$ cat src/rtl/ats_pkg.sv
package ats_pkg;
  localparam logic [31:0] ATS_CMD_START = 32'h0000_8004;
  localparam logic [31:0] ATS_CMD_NEXT  = 32'h0000_8005;

  localparam int ATS_BUSY_BIT = 15;
  localparam int ATS_END_BIT  = 14;
  localparam int ATS_HIT_BIT  = 13;

  localparam int ATS_VALID_MSB = 31;
  localparam int ATS_VALID_LSB = 24;

  typedef enum logic [1:0] {
    ATS_IDLE  = 2'd0,
    ATS_FETCH = 2'd1,
    ATS_CHECK = 2'd2
  } ats_state_e;

  typedef enum logic [1:0] {
    ATS_RA_CTRL   = 2'd0,
    ATS_RA_ATTR   = 2'd1,
    ATS_RA_MAC_HI = 2'd2,
    ATS_RA_MAC_LO = 2'd3
  } ats_reg_e;
endpackage

$ cat src/rtl/ats_cmd_decode.sv
module ats_cmd_decode
  import ats_pkg::*;
(
  input  logic        wr_en,
  input  logic [1:0]  wr_addr,
  input  logic [31:0] wr_data,
  input  logic        busy,
  input  logic        hit,
  input  logic        fin,
  output logic        start_go,
  output logic        next_go
);
  logic ctrl_wr;

  always_comb begin
    ctrl_wr  = wr_en && (ats_reg_e'(wr_addr) == ATS_RA_CTRL) && !busy;
    start_go = ctrl_wr && (wr_data == ATS_CMD_START);
    next_go  = ctrl_wr && (wr_data == ATS_CMD_NEXT) && hit && !fin;
  end
endmodule

$ cat src/rtl/ats_walker.sv
module ats_walker
  import ats_pkg::*;
#(
  parameter int DEPTH = 2048,
  localparam int AW = (DEPTH > 1) ? $clog2(DEPTH) : 1
) (
  input  logic          clk,
  input  logic          rst_n,
  input  logic          start_go,
  input  logic          next_go,
  input  logic          slot_valid,
  output logic          busy,
  output logic          hit,
  output logic          fin,
  output logic          capture,
  output logic          tbl_rd_en,
  output logic [AW-1:0] tbl_rd_addr
);
  localparam logic [AW-1:0] LAST_SLOT = AW'(DEPTH - 1);

  ats_state_e    state_q, state_d;
  logic [AW-1:0] pos_q, pos_d;
  logic          hit_q, hit_d;
  logic          fin_q, fin_d;
  logic          step_en;
  logic          at_last;

  always_comb begin
    at_last = (pos_q == LAST_SLOT);
    step_en = (state_q != ATS_IDLE) || start_go || next_go;
    state_d = state_q;
    pos_d   = pos_q;
    hit_d   = hit_q;
    fin_d   = fin_q;
    capture = 1'b0;
    case (state_q)
      ATS_IDLE: begin
        if (start_go) begin
          state_d = ATS_FETCH;
          pos_d   = '0;
          hit_d   = 1'b0;
          fin_d   = 1'b0;
        end else if (next_go) begin
          state_d = ATS_FETCH;
          pos_d   = pos_q + 1'b1;
          hit_d   = 1'b0;
        end
      end
      ATS_FETCH: state_d = ATS_CHECK;
      ATS_CHECK: begin
        if (slot_valid) begin
          capture = 1'b1;
          hit_d   = 1'b1;
          fin_d   = at_last;
          state_d = ATS_IDLE;
        end else if (at_last) begin
          fin_d   = 1'b1;
          state_d = ATS_IDLE;
        end else begin
          pos_d   = pos_q + 1'b1;
          state_d = ATS_FETCH;
        end
      end
      default: state_d = ATS_IDLE;
    endcase
  end

  always_ff @(posedge clk or negedge rst_n) begin
    if (!rst_n) begin
      state_q <= ATS_IDLE;
      pos_q   <= '0;
      hit_q   <= 1'b0;
      fin_q   <= 1'b0;
    end else if (step_en) begin
      state_q <= state_d;
      pos_q   <= pos_d;
      hit_q   <= hit_d;
      fin_q   <= fin_d;
    end
  end

  always_comb begin
    busy        = (state_q != ATS_IDLE);
    hit         = hit_q;
    fin         = fin_q;
    tbl_rd_en   = (state_q == ATS_FETCH);
    tbl_rd_addr = pos_q;
  end

  // an empty, non-final slot moves the scan exactly one slot on
  a_r3_step_one: assert property (@(posedge clk) disable iff (!rst_n)
    (state_q == ATS_CHECK && !slot_valid && !at_last) |=> (pos_q == AW'($past(pos_q) + 1'b1)));

  // end only appears after the final slot was examined
  a_r6_end_at_last: assert property (@(posedge clk) disable iff (!rst_n)
    $rose(fin_q) |-> (pos_q == LAST_SLOT));

  // flags are clean for the whole time a scan is running
  a_r2_busy_clean: assert property (@(posedge clk) disable iff (!rst_n)
    busy |-> (!hit_q && !fin_q));
endmodule

$ cat src/rtl/ats_results.sv
module ats_results (
  input  logic        clk,
  input  logic        rst_n,
  input  logic        capture,
  input  logic [31:0] attr_in,
  input  logic [47:0] mac_in,
  output logic [31:0] attr_q,
  output logic [47:0] mac_q
);
  always_ff @(posedge clk or negedge rst_n) begin
    if (!rst_n) begin
      attr_q <= '0;
      mac_q  <= '0;
    end else if (capture) begin
      attr_q <= attr_in;
      mac_q  <= mac_in;
    end
  end
endmodule

$ cat src/rtl/ats_regmux.sv
module ats_regmux
  import ats_pkg::*;
(
  input  logic [1:0]  rd_addr,
  input  logic        busy,
  input  logic        hit,
  input  logic        fin,
  input  logic [31:0] attr,
  input  logic [47:0] mac,
  output logic [31:0] rd_data
);
  always_comb begin
    rd_data = '0;
    case (ats_reg_e'(rd_addr))
      ATS_RA_CTRL: begin
        rd_data[ATS_BUSY_BIT] = busy;
        rd_data[ATS_END_BIT]  = fin;
        rd_data[ATS_HIT_BIT]  = hit;
      end
      ATS_RA_ATTR:   rd_data = attr;
      ATS_RA_MAC_HI: rd_data = mac[47:16];
      ATS_RA_MAC_LO: rd_data = {16'h0000, mac[15:0]};
      default:       rd_data = '0;
    endcase
  end
endmodule

$ cat src/rtl/ats_top.sv
module ats_top
  import ats_pkg::*;
#(
  parameter int DEPTH = 2048,
  localparam int AW = (DEPTH > 1) ? $clog2(DEPTH) : 1
) (
  input  logic          clk,
  input  logic          rst_n,
  input  logic          reg_wr_en,
  input  logic [1:0]    reg_wr_addr,
  input  logic [31:0]   reg_wr_data,
  input  logic [1:0]    reg_rd_addr,
  output logic [31:0]   reg_rd_data,
  output logic          tbl_rd_en,
  output logic [AW-1:0] tbl_rd_addr,
  input  logic [31:0]   tbl_rd_attr,
  input  logic [47:0]   tbl_rd_mac
);
  logic        busy, hit, fin, capture;
  logic        start_go, next_go;
  logic        slot_valid;
  logic [31:0] res_attr;
  logic [47:0] res_mac;

  always_comb slot_valid = |tbl_rd_attr[ATS_VALID_MSB:ATS_VALID_LSB];

  ats_cmd_decode u_dec (
    .wr_en    (reg_wr_en),
    .wr_addr  (reg_wr_addr),
    .wr_data  (reg_wr_data),
    .busy     (busy),
    .hit      (hit),
    .fin      (fin),
    .start_go (start_go),
    .next_go  (next_go)
  );

  ats_walker #(.DEPTH(DEPTH)) u_walk (
    .clk         (clk),
    .rst_n       (rst_n),
    .start_go    (start_go),
    .next_go     (next_go),
    .slot_valid  (slot_valid),
    .busy        (busy),
    .hit         (hit),
    .fin         (fin),
    .capture     (capture),
    .tbl_rd_en   (tbl_rd_en),
    .tbl_rd_addr (tbl_rd_addr)
  );

  ats_results u_res (
    .clk     (clk),
    .rst_n   (rst_n),
    .capture (capture),
    .attr_in (tbl_rd_attr),
    .mac_in  (tbl_rd_mac),
    .attr_q  (res_attr),
    .mac_q   (res_mac)
  );

  ats_regmux u_mux (
    .rd_addr (reg_rd_addr),
    .busy    (busy),
    .hit     (hit),
    .fin     (fin),
    .attr    (res_attr),
    .mac     (res_mac),
    .rd_data (reg_rd_data)
  );

  // a new hit always exposes an occupied slot's attribute word
  a_r4_hit_has_valid: assert property (@(posedge clk) disable iff (!rst_n)
    $rose(hit) |-> ((|res_attr[ATS_VALID_MSB:ATS_VALID_LSB]) && (res_attr == $past(tbl_rd_attr))));

  // a scan never finishes without reporting hit or end
  a_r2_done_reports: assert property (@(posedge clk) disable iff (!rst_n)
    $fell(busy) |-> (hit || fin));

  // with no accepted command an idle engine stays idle
  a_r7_idle_stays: assert property (@(posedge clk) disable iff (!rst_n)
    (!busy && !start_go && !next_go) |=> !busy);
endmodule

$ cat config.mk
export PLATFORM = sky130hd
export DESIGN_NAME = ats_top
export DESIGN_NICKNAME = d
export VERILOG_FILES = /design/src/rtl/ats_pkg.sv /design/src/rtl/ats_cmd_decode.sv /design/src/rtl/ats_walker.sv /design/src/rtl/ats_results.sv /design/src/rtl/ats_regmux.sv /design/src/rtl/ats_top.sv
export SDC_FILE = /design/constraint.sdc
export NUM_CORES = 1
export LEC_CHECK = 0
export ABC_CLOCK_PERIOD_IN_PS = 1900
export BUFFER_PORTS_ARGS = -buffer_cell sky130_fd_sc_hd__buf_2
export CORE_UTILIZATION = 40
export CTS_CLUSTER_DIAMETER = 100
export CTS_CLUSTER_SIZE = 12
export DETAILED_ROUTE_END_ITERATION = 12
export PLACE_DENSITY = 0.69
export SKIP_LAST_GASP = 1
export SYNTH_ARGS = -nofsm -noshare
export SYNTH_HDL_FRONTEND = slang
export SYNTH_SLANG_ARGS = --single-unit
$ cat constraint.sdc
create_clock -name clk -period 1.9 [get_ports clk]
set_input_delay 0.38 -clock clk [delete_from_list [all_inputs] [get_ports clk]]
set_output_delay 0.38 -clock clk [all_outputs]
set_load 0.02 [all_outputs]
Word-level counts from Yosys, hierarchy flattened
Index checks and enable logic that the tools add are counted.

word-level totals
  flip-flop bits (word level) = 95
  bits of input ports = 119
  output and inout port bits = 44
  word-level logic and storage cells = 64

operators by class
  add/sub/neg operators = 1
  eq/ne operators = 14
  muxes and demuxes = 23
  reduce and logical (&&, ||, !) cells = 20

operators by type and width
  operator               number
  $eq 32x16->1 const B   2
  $mux 11                4
  $pmux 13 s3            1
  $pmux 16 s2            1
  $pmux 11 s2            1
  $pmux 3 s4             1
  $add 11x1->11 const B  1
  $eq 11x11->1 const B   1
  $mux 1                 9
  $reduce_and 4->1       2
  $reduce_or 8->1        1
  $eq 2x2->1 const B     3
  $logic_and 1x1->1      6
  $logic_not 2->1        3
  $mux 2                 3
  $ne 2x2->1 const B     3
  $pmux 2 s3             1
  $reduce_and 5->1       1
  $eq 2x1->1 const B     2
  $pmux 1 s2             2
  $reduce_bool 2->1      2
  $ne 3x1->1 const B     1
  $ne 3x2->1 const B     1
  $logic_not 1->1        2
  3 further kinds        4

Longest topological paths before layout
  depth after elaboration = 9
  gate-level depth with buffers = 7
  depth with buffers taken out = 7

Hierarchy
A second synthesis with hierarchy kept.

second synthesis, totals
  cell total of the unflattened synthesis = 363
  area, all modules = 4958.5 sq um

by module, submodules not included
  module          times used  cells each  area an instance (sq um)  sequential area each (sq um)
  ats_results     1           169         3374.5                    2001.9
  ats_walker      1           92          857.1                     375.4
  ats_regmux      1           83          588.1                     0.0
  ats_cmd_decode  1           16          122.6                     0.0
  ats_top         1           3           16.3                      0.0

Worst setup path before layout
No wires, ideal clock.

  path type = in2reg
  start = input port reg_wr_data[5]
  end = register u_walk.pos_q[8], in the netlist u_walk.tbl_rd_addr[8]
  setup time = 0.077 ns
  arrival = 2.275 ns
  required time = 1.823 ns
  slack = -0.453 ns
  cell stages on the path = 5
  path buffers = 0
  cells stage by stage = or4_4 > a2111o_1 > o32a_4 > or4b_1 > a21oi_1

on the way
  longest elaborated chain between the ends = 6
  elaborated cells between the ends (all ways) = 12
  those cells by class = eq/ne: 3; mux: 2; reduce/logical: 7

ends and longest elaborated chain
  element                                                          line                  text
  start: declaration                                               ats_top.sv:11         input logic [31:0] reg_wr_data,
  $eq 32x16->1                                                     ats_cmd_decode.sv:18  next_go = ctrl_wr && (wr_data == ATS_CMD_NEXT) && hit && !fin;
  $logic_and 1x1->1 (3 in series)                                  ats_cmd_decode.sv:18
  $ne 3x1->1 (no line) / $logic_or 1x1->1 (equally long branches)  n/a
  $reduce_and 5->1 (no line)                                       n/a
  end signal: assignment                                           ats_walker.sv:76      pos_q <= pos_d;
  end: declaration                                                 ats_walker.sv:22      logic [AW-1:0] pos_q, pos_d;

Several ways; a longest one is shown, not always the timed one.
A chain may end at the register's enable or synchronous reset.

Worst setup path in the final report
Ends and elaborated chain as after synthesis.

==> flow_metrics.env <==
export IMPL_die_y_um=108
export IMPL_multi_input_area_um2=2140
export IMPL_p_per_area_nw_per_um2=688
export IMPL_max_cap_violations=0
export IMPL_final_common_cell="buf_2"
export IMPL_htree_levels=3
export IMPL_cts_tree="done"
export IMPL_report_final_slew_viol_count=0
export IMPL_ys_flop_type="dfrtp_1"
export IMPL_leakagePower_nw=2.92
export IMPL_fin_ws_ns=-0.209
export IMPL_wl_per_cell_um=16.5
export IMPL_ys_seq_elements=95
export IMPL_grt_pass1_vias=4095
export IMPL_hold_viol_final=0
export IMPL_status="finished with violations"
export IMPL_synth_area_top_cells="dfrtp_1 53%, mux2_2 20%, a222oi_1 3.6%, a22oi_1 2.7%, nor2b_1 2.4%"
export IMPL_rrSetupSlack_ns=-0.15
export IMPL_nets=703
export IMPL_postLayoutCoreUtil_pct=59.1
export IMPL_r2r_end="u_walk.tbl_rd_addr[8]$_DFFE_PN0P_"
export IMPL_yosysWarnings=0
export IMPL_io_pins=163
export IMPL_clk_path_buf_depth=2
export IMPL_vias=3929
export IMPL_routed_wl_um=12000
export IMPL_fin_cells=725
export IMPL_clock_latency_ns=0.35
export IMPL_place_congestion=0.835
export IMPL_hold_end="u_res.attr_q[1]$_DFFE_PN0P_"
export IMPL_path_clk_slew_ns=0.10
export IMPL_dp_cells=700
export IMPL_worst_pin_slew_ns=0.399
export IMPL_syn_nets=489
export IMPL_grt_total_usage_pct=21.3
export IMPL_ant_nets=0
export IMPL_numCtsBuffers=9
export IMPL_finalPower_w=0.00443
export IMPL_grt_max_degree=42
export IMPL_crit_required_ns=2.17
export IMPL_syn2layout_area_growth_pct=43.4
export IMPL_fin_skew_ns=0.0152
export IMPL_hold_ws_ns=0.247
export IMPL_fmax_mhz=474
export IMPL_cts_sinks=95
export IMPL_yosysTopAreaCell="dfrtp_1"
export IMPL_rows=38
export IMPL_end_kind="flip-flop"
export IMPL_period_minus_slack_ns=2.11
export IMPL_antenna_found_initial=2
export IMPL_min_path_type="input pin to flip-flop"
export IMPL_synth_async_reset_ratio_pct=100
export IMPL_drive_gt1_share_pct=58.6
export IMPL_hp_start="tbl_rd_attr[1]"
export IMPL_synthesis_area_um2=4490
export IMPL_hpwlAfterDp_um=8840
export IMPL_worstPathMaxFanout=7
export IMPL_viasPerCell=5.42
export IMPL_drt_iter0_drc=167
export IMPL_worstSetupStartpointType="input pin"
export IMPL_r2r_start="u_walk.fin$_DFFE_PN0P_"
export IMPL_hold_depth=2
export IMPL_die_area_um2=11600
export IMPL_synthCells=365
export IMPL_slew_headroom_pct=73.1
export IMPL_port_buffers=162
export IMPL_yosysTopAreaCellShare_pct=53.0
export IMPL_fill_cells=924
export IMPL_synth_avg_cell_area_um2=12.3
export IMPL_worstPathArrival_ns=2.38
export IMPL_finalSetupViolCount=12
export IMPL_clock_root_buffer="clkbuf_8"
export IMPL_rsz0062_at_grt="true"
export IMPL_yosysUniqueCellTypes=35
export IMPL_reg2reg_depth=5
export IMPL_final_seq_area_um2=2380
export IMPL_pre_cts_ws_ns=-0.586
export IMPL_fp_coreArea_um2=10900
export IMPL_drc=0
export IMPL_violations="negative setup slack"
export IMPL_layout_cells_most_common_list="156 x buf_2, 95 x dfrtp_1, 80 x mux2_2"
export IMPL_dieWidth_um=108
export IMPL_synth_seq_area_share_pct=53.0
export IMPL_grt_overflow=0
export IMPL_crit_type="input pin to flip-flop"
export IMPL_ir_drop_mv=0.376
export IMPL_finalCritPeriodShare_pct=111
export IMPL_synth_edf_count=0
export IMPL_first_pass_iters=5
export IMPL_initial_utilization_pct=41.2
export IMPL_grt_pass1_wl_um=19300
-- layout make-up --
type                    count  share of cell area, %
diodes                      1                 0.0389
clock buffers               9                   1.92
clock inverters             7                   1.96
inverters                   8                  0.661
multi-input cells         243                   33.2
flip-flops and latches     95                   36.9
well taps                 140                   2.72
repair buffers            222                   22.5
-- through the flow --
stage / setup TNS, ns / cell area, um^2
3_3_place_gp: -18.96 / 5930
4_1_cts: -0.536 / 6280
3_5_place_dp: -20.13 / 5930
2_1_floorplan: -2.77 / 4520
5_1_grt: -2.08 / 6430
6_report: -1.73 / 6430
-- worst max-delay path, cell delays in order --
cell,delay [ns]
buf_6,0.09
or4_4,0.53
a2111o_1,0.33
o32a_4,0.43
or4b_1,0.49
a21oi_1,0.13
-- worst max path at each step --
stage / slack, ns / startpoint / endpoint / cells past startpoint
finish: -0.21 / reg_wr_data[5] / u_walk.tbl_rd_addr[8]$_DFFE_PN0P_ / 6
global route: -0.22 / reg_wr_data[5] / u_walk.tbl_rd_addr[7]$_DFFE_PN0P_ / 7
CTS: -0.15 / u_walk.state_q[0]$_DFFE_PN0P_ / u_walk.tbl_rd_addr[8]$_DFFE_PN0P_ / 5
detailed placement: -0.59 / tbl_rd_attr[29] / u_walk.tbl_rd_addr[2]$_DFFE_PN0P_ / 8
global placement: -0.53 / tbl_rd_attr[29] / u_walk.tbl_rd_addr[5]$_DFFE_PN0P_ / 6
floorplan: -0.35 / reg_wr_data[5] / u_walk.tbl_rd_addr[5]$_DFFE_PN0P_ / 5
-- layer usage --
| metal | share of wire [%] | GRT usage [%] | vias to the layer above |
|---|---|---|---|
| met3 | 6.6 | 6.72 | 18 |
| li1 | - | - | 1830 |
| met4 | 1.7 | 6.16 | 2 |
| met1 | 43 | 26.8 | 1957 |
| met5 | 0.11 | 0 | - |
| met2 | 49 | 35.3 | 122 |
-- where the power goes --
| part | switching, W | internal (W) | total, W |
|---|---|---|---|
| combinational | 0.000295 | 0.000331 | 0.000627 |
| clock | 0.000749 | 0.000893 | 0.00164 |
| sequential | 0.0000497 | 0.00211 | 0.00216 |
| total | 0.00109 | 0.00334 | 0.00443 |
-- cells by family (layout without fill, tap and decap cells) --
family | Yosys count | after routing | share of synthesized area (%)
AOI/OAI and AO/OA | 58 | 58 | 10.3
other | 0 | 1 | 0
adders and majority gates | 5 | 5 | 1.39
muxes | 83 | 83 | 20.7
and+or+nand+nor | 97 | 97 | 12.3
buffers and inverters | 27 | 246 | 2.26
DFF | 95 | 95 | 53.0
-- synthesized netlist by cell type, types with 4 or more instances --
master    instances
inv_1             8
ha_1              5
nand4_1           6
dfrtp_1          95
or4_1             4
a21oi_1           6
nor4_1           12
nor2_1           20
nand3_1           8
o21ai_0           7
nor2b_1          17
a222oi_1         16
mux2_2           80
a22oi_1          16
clkbuf_1         18
nor4b_1           5
nand2_1          10
-- state kept, by name, summed over array words and instances, names as in the netlist --
register / flops
u_res.attr_q: 32
u_res.mac_q: 48
u_walk.fin: 1
u_walk.hit: 1
u_walk.state_q: 2
u_walk.tbl_rd_addr: 11
-- timing repair --
item,CTS,global route
hold buffers,1,0
endpoints found under the hold margin,20,0
resized for setup,20,30
endpoints found under the setup margin,34,35
pin swaps,9,15
cloned,1,1
setup buffers,2,4
(Power assumes the default switching activity.)
